[config.mk]
export PLATFORM = sky130hd
export DESIGN_NAME = peer_bell_regs
export DESIGN_NICKNAME = d
export VERILOG_FILES = /design/src/rtl/pbr_pkg.sv /design/src/rtl/pbr_decode.sv /design/src/rtl/pbr_flags.sv /design/src/rtl/pbr_bell.sv /design/src/rtl/peer_bell_regs.sv
export SDC_FILE = /design/constraint.sdc
export NUM_CORES = 1
export LEC_CHECK = 0
export ABC_AREA = 0
export ABC_CLOCK_PERIOD_IN_PS = 3500
export BUFFER_PORTS_ARGS = -buffer_cell sky130_fd_sc_hd__buf_2
export CAP_MARGIN = 5
export CORE_MARGIN = 1.5
export CORE_UTILIZATION = 30
export DETAILED_ROUTE_END_ITERATION = 7
export PLACE_DENSITY = 0.62
export SYNTH_ARGS = -nofsm -noshare
export SYNTH_HDL_FRONTEND = slang
export SYNTH_SLANG_ARGS = --single-unit
[constraint.sdc]
create_clock -name clk -period 3.5 [get_ports clk]
set_input_delay 0.525 -clock clk [delete_from_list [all_inputs] [get_ports clk]]
set_output_delay 0.525 -clock clk [all_outputs]
set_load 0.1 [all_outputs]
[src/rtl/pbr_pkg.sv]
package pbr_pkg;

    localparam int unsigned PEER_W = 16;
    localparam int unsigned VEC_W  = 16;
    localparam int unsigned DW     = PEER_W + VEC_W;

    // word index (byte offset / 4) of each live register
    localparam int unsigned WIDX_MASK = 0;
    localparam int unsigned WIDX_STAT = 1;
    localparam int unsigned WIDX_POS  = 2;
    localparam int unsigned WIDX_BELL = 3;

    typedef enum logic [2:0] {
        SEL_MASK,
        SEL_STAT,
        SEL_POS,
        SEL_BELL,
        SEL_NONE
    } reg_sel_e;

    typedef enum logic [0:0] {
        BELL_IDLE,
        BELL_FIRE
    } bell_state_e;

endpackage

[src/rtl/pbr_decode.sv]
module pbr_decode
    import pbr_pkg::*;
#(
    parameter int unsigned AW = 8
) (
    input  logic [AW-1:0] addr,
    output reg_sel_e      sel
);
    localparam int unsigned WI_W = AW - 2;

    logic [WI_W-1:0] widx;
    assign widx = addr[AW-1:2];

    always_comb begin
        if (widx == WI_W'(WIDX_MASK))      sel = SEL_MASK;
        else if (widx == WI_W'(WIDX_STAT)) sel = SEL_STAT;
        else if (widx == WI_W'(WIDX_POS))  sel = SEL_POS;
        else if (widx == WI_W'(WIDX_BELL)) sel = SEL_BELL;
        else                               sel = SEL_NONE;
    end
endmodule

[src/rtl/pbr_flags.sv]
module pbr_flags (
    input  logic clk,
    input  logic rst_n,
    input  logic mask_wr,
    input  logic stat_wr,
    input  logic stat_rd,
    input  logic wbit,
    input  logic irq_in,
    input  logic msix_present,
    output logic mask_q,
    output logic stat_q,
    output logic intx
);
    logic stat_d;

    always_ff @(posedge clk) begin
        if (!rst_n)       mask_q <= 1'b0;
        else if (mask_wr) mask_q <= wbit;
    end

    // an arriving peer interrupt beats both a clearing read and a write of 0
    always_comb begin
        stat_d = stat_q;
        if (stat_rd) stat_d = 1'b0;
        if (stat_wr) stat_d = wbit;
        if (irq_in)  stat_d = 1'b1;
    end

    always_ff @(posedge clk) begin
        if (!rst_n) stat_q <= 1'b0;
        else        stat_q <= stat_d;
    end

    assign intx = stat_q & mask_q & ~msix_present;
endmodule

[src/rtl/pbr_bell.sv]
module pbr_bell
    import pbr_pkg::*;
#(
    parameter int unsigned NUM_PEERS = 4,
    parameter int unsigned CNT_W     = 4
) (
    input  logic                       clk,
    input  logic                       rst_n,
    input  logic                       bell_wr,
    input  logic [DW-1:0]              wdata,
    input  logic                       irq_cfg_en,
    input  logic                       setup_done,
    input  logic [NUM_PEERS*CNT_W-1:0] peer_vec_cnt,
    output logic                       ring_valid,
    output logic [PEER_W-1:0]          ring_peer,
    output logic [VEC_W-1:0]           ring_vec
);
    logic [CNT_W-1:0]  cnt_arr [NUM_PEERS];
    logic [PEER_W-1:0] req_peer;
    logic [VEC_W-1:0]  req_vec;
    logic [CNT_W-1:0]  cnt_sel;
    logic              vec_ok;
    logic              accept;
    bell_state_e       state_q, state_d;
    logic [PEER_W-1:0] peer_q;
    logic [VEC_W-1:0]  vec_q;

    for (genvar g = 0; g < NUM_PEERS; g++) begin : g_cnt
        assign cnt_arr[g] = peer_vec_cnt[g*CNT_W +: CNT_W];
    end

    assign req_peer = wdata[DW-1:VEC_W];
    assign req_vec  = wdata[VEC_W-1:0];

    // peer numbers outside the table select a count of 0, i.e. not connected
    always_comb begin
        cnt_sel = '0;
        for (int i = 0; i < NUM_PEERS; i++) begin
            if (req_peer == PEER_W'(i)) cnt_sel = cnt_arr[i];
        end
    end

    assign vec_ok = ({{(VEC_W+1){1'b0}}, req_vec} < (VEC_W+1+CNT_W)'(cnt_sel));
    assign accept = bell_wr & irq_cfg_en & setup_done & vec_ok;

    // next-state process
    always_comb begin
        unique case (state_q)
            BELL_IDLE: state_d = accept ? BELL_FIRE : BELL_IDLE;
            BELL_FIRE: state_d = accept ? BELL_FIRE : BELL_IDLE;
            default:   state_d = BELL_IDLE;
        endcase
    end

    // state register
    always_ff @(posedge clk) begin
        if (!rst_n) state_q <= BELL_IDLE;
        else        state_q <= state_d;
    end

    always_ff @(posedge clk) begin
        if (!rst_n) begin
            peer_q <= '0;
            vec_q  <= '0;
        end else if (accept) begin
            peer_q <= req_peer;
            vec_q  <= req_vec;
        end
    end

    // output process
    always_comb begin
        unique case (state_q)
            BELL_FIRE: ring_valid = 1'b1;
            default:   ring_valid = 1'b0;
        endcase
    end

    assign ring_peer = peer_q;
    assign ring_vec  = vec_q;
endmodule

[src/rtl/peer_bell_regs.sv]
module peer_bell_regs
    import pbr_pkg::*;
#(
    parameter int unsigned AW        = 8,
    parameter int unsigned NUM_PEERS = 4,
    parameter int unsigned CNT_W     = 4
) (
    input  logic                       clk,
    input  logic                       rst_n,
    input  logic [AW-1:0]              addr,
    input  logic                       wr_en,
    input  logic [31:0]                wr_data,
    input  logic                       rd_en,
    output logic [31:0]                rd_data,
    input  logic [15:0]                local_id,
    input  logic                       irq_cfg_en,
    input  logic                       setup_done,
    input  logic [NUM_PEERS*CNT_W-1:0] peer_vec_cnt,
    input  logic                       msix_present,
    input  logic                       peer_irq_in,
    output logic                       intx,
    output logic                       ring_valid,
    output logic [15:0]                ring_peer,
    output logic [15:0]                ring_vec
);
    reg_sel_e sel;
    logic     mask_q;
    logic     stat_q;

    pbr_decode #(.AW(AW)) u_decode (
        .addr (addr),
        .sel  (sel)
    );

    pbr_flags u_flags (
        .clk          (clk),
        .rst_n        (rst_n),
        .mask_wr      (wr_en && sel == SEL_MASK),
        .stat_wr      (wr_en && sel == SEL_STAT),
        .stat_rd      (rd_en && sel == SEL_STAT),
        .wbit         (wr_data[0]),
        .irq_in       (peer_irq_in),
        .msix_present (msix_present),
        .mask_q       (mask_q),
        .stat_q       (stat_q),
        .intx         (intx)
    );

    pbr_bell #(.NUM_PEERS(NUM_PEERS), .CNT_W(CNT_W)) u_bell (
        .clk          (clk),
        .rst_n        (rst_n),
        .bell_wr      (wr_en && sel == SEL_BELL),
        .wdata        (wr_data),
        .irq_cfg_en   (irq_cfg_en),
        .setup_done   (setup_done),
        .peer_vec_cnt (peer_vec_cnt),
        .ring_valid   (ring_valid),
        .ring_peer    (ring_peer),
        .ring_vec     (ring_vec)
    );

    always_comb begin
        unique case (sel)
            SEL_MASK: rd_data = {31'd0, mask_q};
            SEL_STAT: rd_data = {31'd0, stat_q};
            SEL_POS:  rd_data = irq_cfg_en ? {16'd0, local_id} : 32'd0;
            default:  rd_data = 32'd0;
        endcase
    end
endmodule

==> results.cfg <==
[synthesis]
yosysTopAreaCellShare = 0.378
synth_cell_types = 31
ys_top_cells_by_area = dfxtp_1 38%, mux2i_1 11%, nand2_1 9.5%
synthTopCellsByCount = 47 x nand2_1, 35 x dfxtp_1, 21 x mux2i_1
yosys.area.top_type = dfxtp_1
synth-seq-area-share = 0.378
synthCells = 200
avgSynthCellArea_um2 = 9.27
netlist_area_um2 = 1850
synth-edff-count = 0
synth.most_common_cell = nand2_1
ys.flop_type = dfxtp_1
ys_warn_count = 0
synth-seq-cells = 35
synth-async-reset-ratio = 0

[critical_path]
ff2ff_setup_slack_ps = 2870
crit_family = simple AND/OR/NAND/NOR gates
r2r-end = u_flags.stat_q
start_kind = input pin
crit_top_cell = buf_2
r2r_cells = 2
r2r_start = u_flags.stat_q
path_max_fanout = 15
crit_type = in2out
worstPathRequired_ps = 2970
crit_arrival_ps = 2300
slowest_delay_ps = 510
crit_buf_inv = 2
critPathSlowestCell = nor2b_1
critPathCaptureType = primary output
crit_chain = buf_2 -> nor4_1 -> and3_1 -> nor2b_1 -> and2_1 -> buf_2

[drt]
viasPerCell = 4.45
drc = 0
wire_per_inst_um = 12.1
ant_nets = 0
first_pass_iters = 4
initialDrtViolationCount = 27
wirelength_um = 4830
via_count = 1773

[final_layout]
drive_gt1_frac = 0.455
fillers = 633
antenna_cells = 0
nets = 405
seq_area_um2 = 701
syn_to_final_growth_pct = 40.7
multiInputGateArea_um2 = 1020
post-route-util = 0.438

[power_and_ir_drop]
p_clk_frac = 0.438
combinationalPowerShare = 0.163
swShare = 0.273
seqPwrFrac = 0.399
power.internal_uw = 728
leakage_nw = 1.31
peakVddDrop_mv = 0.209
switching_power_uw = 274
power.density_nw_per_um2 = 384

[global_route]
grt_start_max_net_pins = 56
grt_pass1_wl_um = 7160
grt_use_total = 0.143
grt-ovfl-total = 0
grt_pass1_vias = 1578
antenna_found_initial = 0

[clock_network]
cts_tree = yes
cts_made_buffers = 5
clock_path_buffers = 2
hold_buffers = 0
post_cts_resized = 0
clk_pin_slew_ps = 80
clock-sinks = 35
clk_latency_ps = 280
postCtsSetupBuffers = 0
cts-htree-levels = 2
cts_root_buf = clkbuf_8

[floorplanning]
initial_core_util = 0.311
die_y_um = 81.6
die_x_um = 81.6
io-pin-count = 146
coreArea_um2 = 5960
die_area_um2 = 6660
row_count = 28

[place]
io_buffers = 127
dp_hpwl_um = 3780
routabilityCongestion = 0.695

[sta]
worstMarginPinSlew_ps = 847
min_period_ps = 2820
maxSlewHeadroom = 0.435
fmax_mhz = 354
fin_crit_sh = 0.806
final-hold-violation-count = 0
drv_slew = 0
skew_ps = 0
setup-violations-final = 0
setup-tns-final_ps = 0
rsz0062_at_grt = false

[job]
timing.max_cap.violations = 0

[min_path]
worstHoldEndpoint = u_bell.ring_peer[12]
worstHoldStart = u_bell.ring_peer[12]
worstHoldPathType = reg2reg
hold_depth = 2

[outcome]
outcome = finished, final reports clean
-- worst max-delay path by stage --
stage                           start                  to  slack [ps]  cells past startpoint
after floorplan               addr[7]          rd_data[0]         450                      4
after global placement    wr_data[28]  u_bell.ring_vec[5]         480                     10
after detailed placement  wr_data[23]  u_bell.ring_vec[5]         470                     10
after CTS                     addr[7]          rd_data[3]         640                      6
after global routing          addr[7]          rd_data[3]         460                      6
final                         addr[7]          rd_data[3]         680                      6
-- sequential cells by signal, indices dropped and copies added, names as in the netlist --
register / cells
u_flags.stat_q: 1
u_bell.state_q: 1
u_flags.mask_q: 1
u_bell.ring_vec: 16
u_bell.ring_peer: 16
-- routing by layer --
layer	vias to the layer above	wire length (um)	track usage
li1	895	-	-
met1	778	1920	0.152
met2	90	2370	0.269
met3	10	431	0.0344
met4	0	103	0.0593
met5	-	0	0
-- kinds of logic (layout without fill, tap and decap cells) --
family	Yosys count	after routing	synth area share
mux	24	24	0.150
simple gates	101	101	0.304
buf+inv	28	136	0.101
compound gates	8	8	0.0446
flops	35	35	0.378
other cells	1	16	0.00202
fa+ha+maj	3	3	0.0203
-- through the flow --
step	setup slack (ps)	instance area [um^2]	hold WS (ps)	power [mW]	instances
3_5_place_dp	469	2470	443	0.573	390
2_1_floorplan	449	1910	457	0.533	215
3_3_place_gp	476	2470	439	0.571	390
5_1_grt	458	2610	472	1.05	398
6_report	679	2610	457	1.00	398
4_1_cts	638	2610	461	1.02	398
-- cells in the final DEF, fill, tap and decap left out --
| cell | instances |
|---|---|
| buf_2 | 127 |
| nand2_1 | 47 |
| dfxtp_1 | 35 |
| mux2i_1 | 21 |
| and2_1 | 16 |
| conb_1 | 16 |
| and3b_1 | 10 |
| clkbuf_8 | 5 |
| nor2b_1 | 4 |
| nor2_1 | 4 |
| nor4_1 | 3 |
| nand3_1 | 3 |
| nor4_2 | 3 |
| mux4_2 | 3 |
| and3b_2 | 3 |
| ha_1 | 3 |
| and3_1 | 2 |
| nand4_1 | 2 |
| bufinv_16 | 2 |
| a22oi_1 | 1 |
| o21ai_1 | 1 |
| and4_2 | 1 |
| a211oi_1 | 1 |
| a2111o_1 | 1 |
| nor4b_1 | 1 |
| nor3_1 | 1 |
| nand4b_1 | 1 |
| a2111oi_4 | 1 |
| a41oi_1 | 1 |
| o211ai_1 | 1 |
| a21boi_0 | 1 |
| clkinvlp_4 | 1 |
| buf_12 | 1 |
-- layout make-up --
type | count | area share
clock buffer | 5 | 0.0264
timing repair buffer | 128 | 0.251
sequential | 35 | 0.269
multi-input combinational | 152 | 0.392
clock inverter | 3 | 0.0259
tap | 75 | 0.0360
-- power by group through the flow --
stage	logic, mW	clock network [mW]	registers, mW
finish	0.163	0.439	0.399
global route	0.176	0.471	0.400
CTS	0.165	0.455	0.399
detailed placement	0.164	0	0.409
global placement	0.162	0	0.409
floorplan	0.125	0	0.409
-- worst min-delay path, cell delays in order, from the launching register on --
cell and delay, ps:
dfxtp_1 310, nand2_1 50, mux2i_1 50
(Power assumes the default switching activity.)
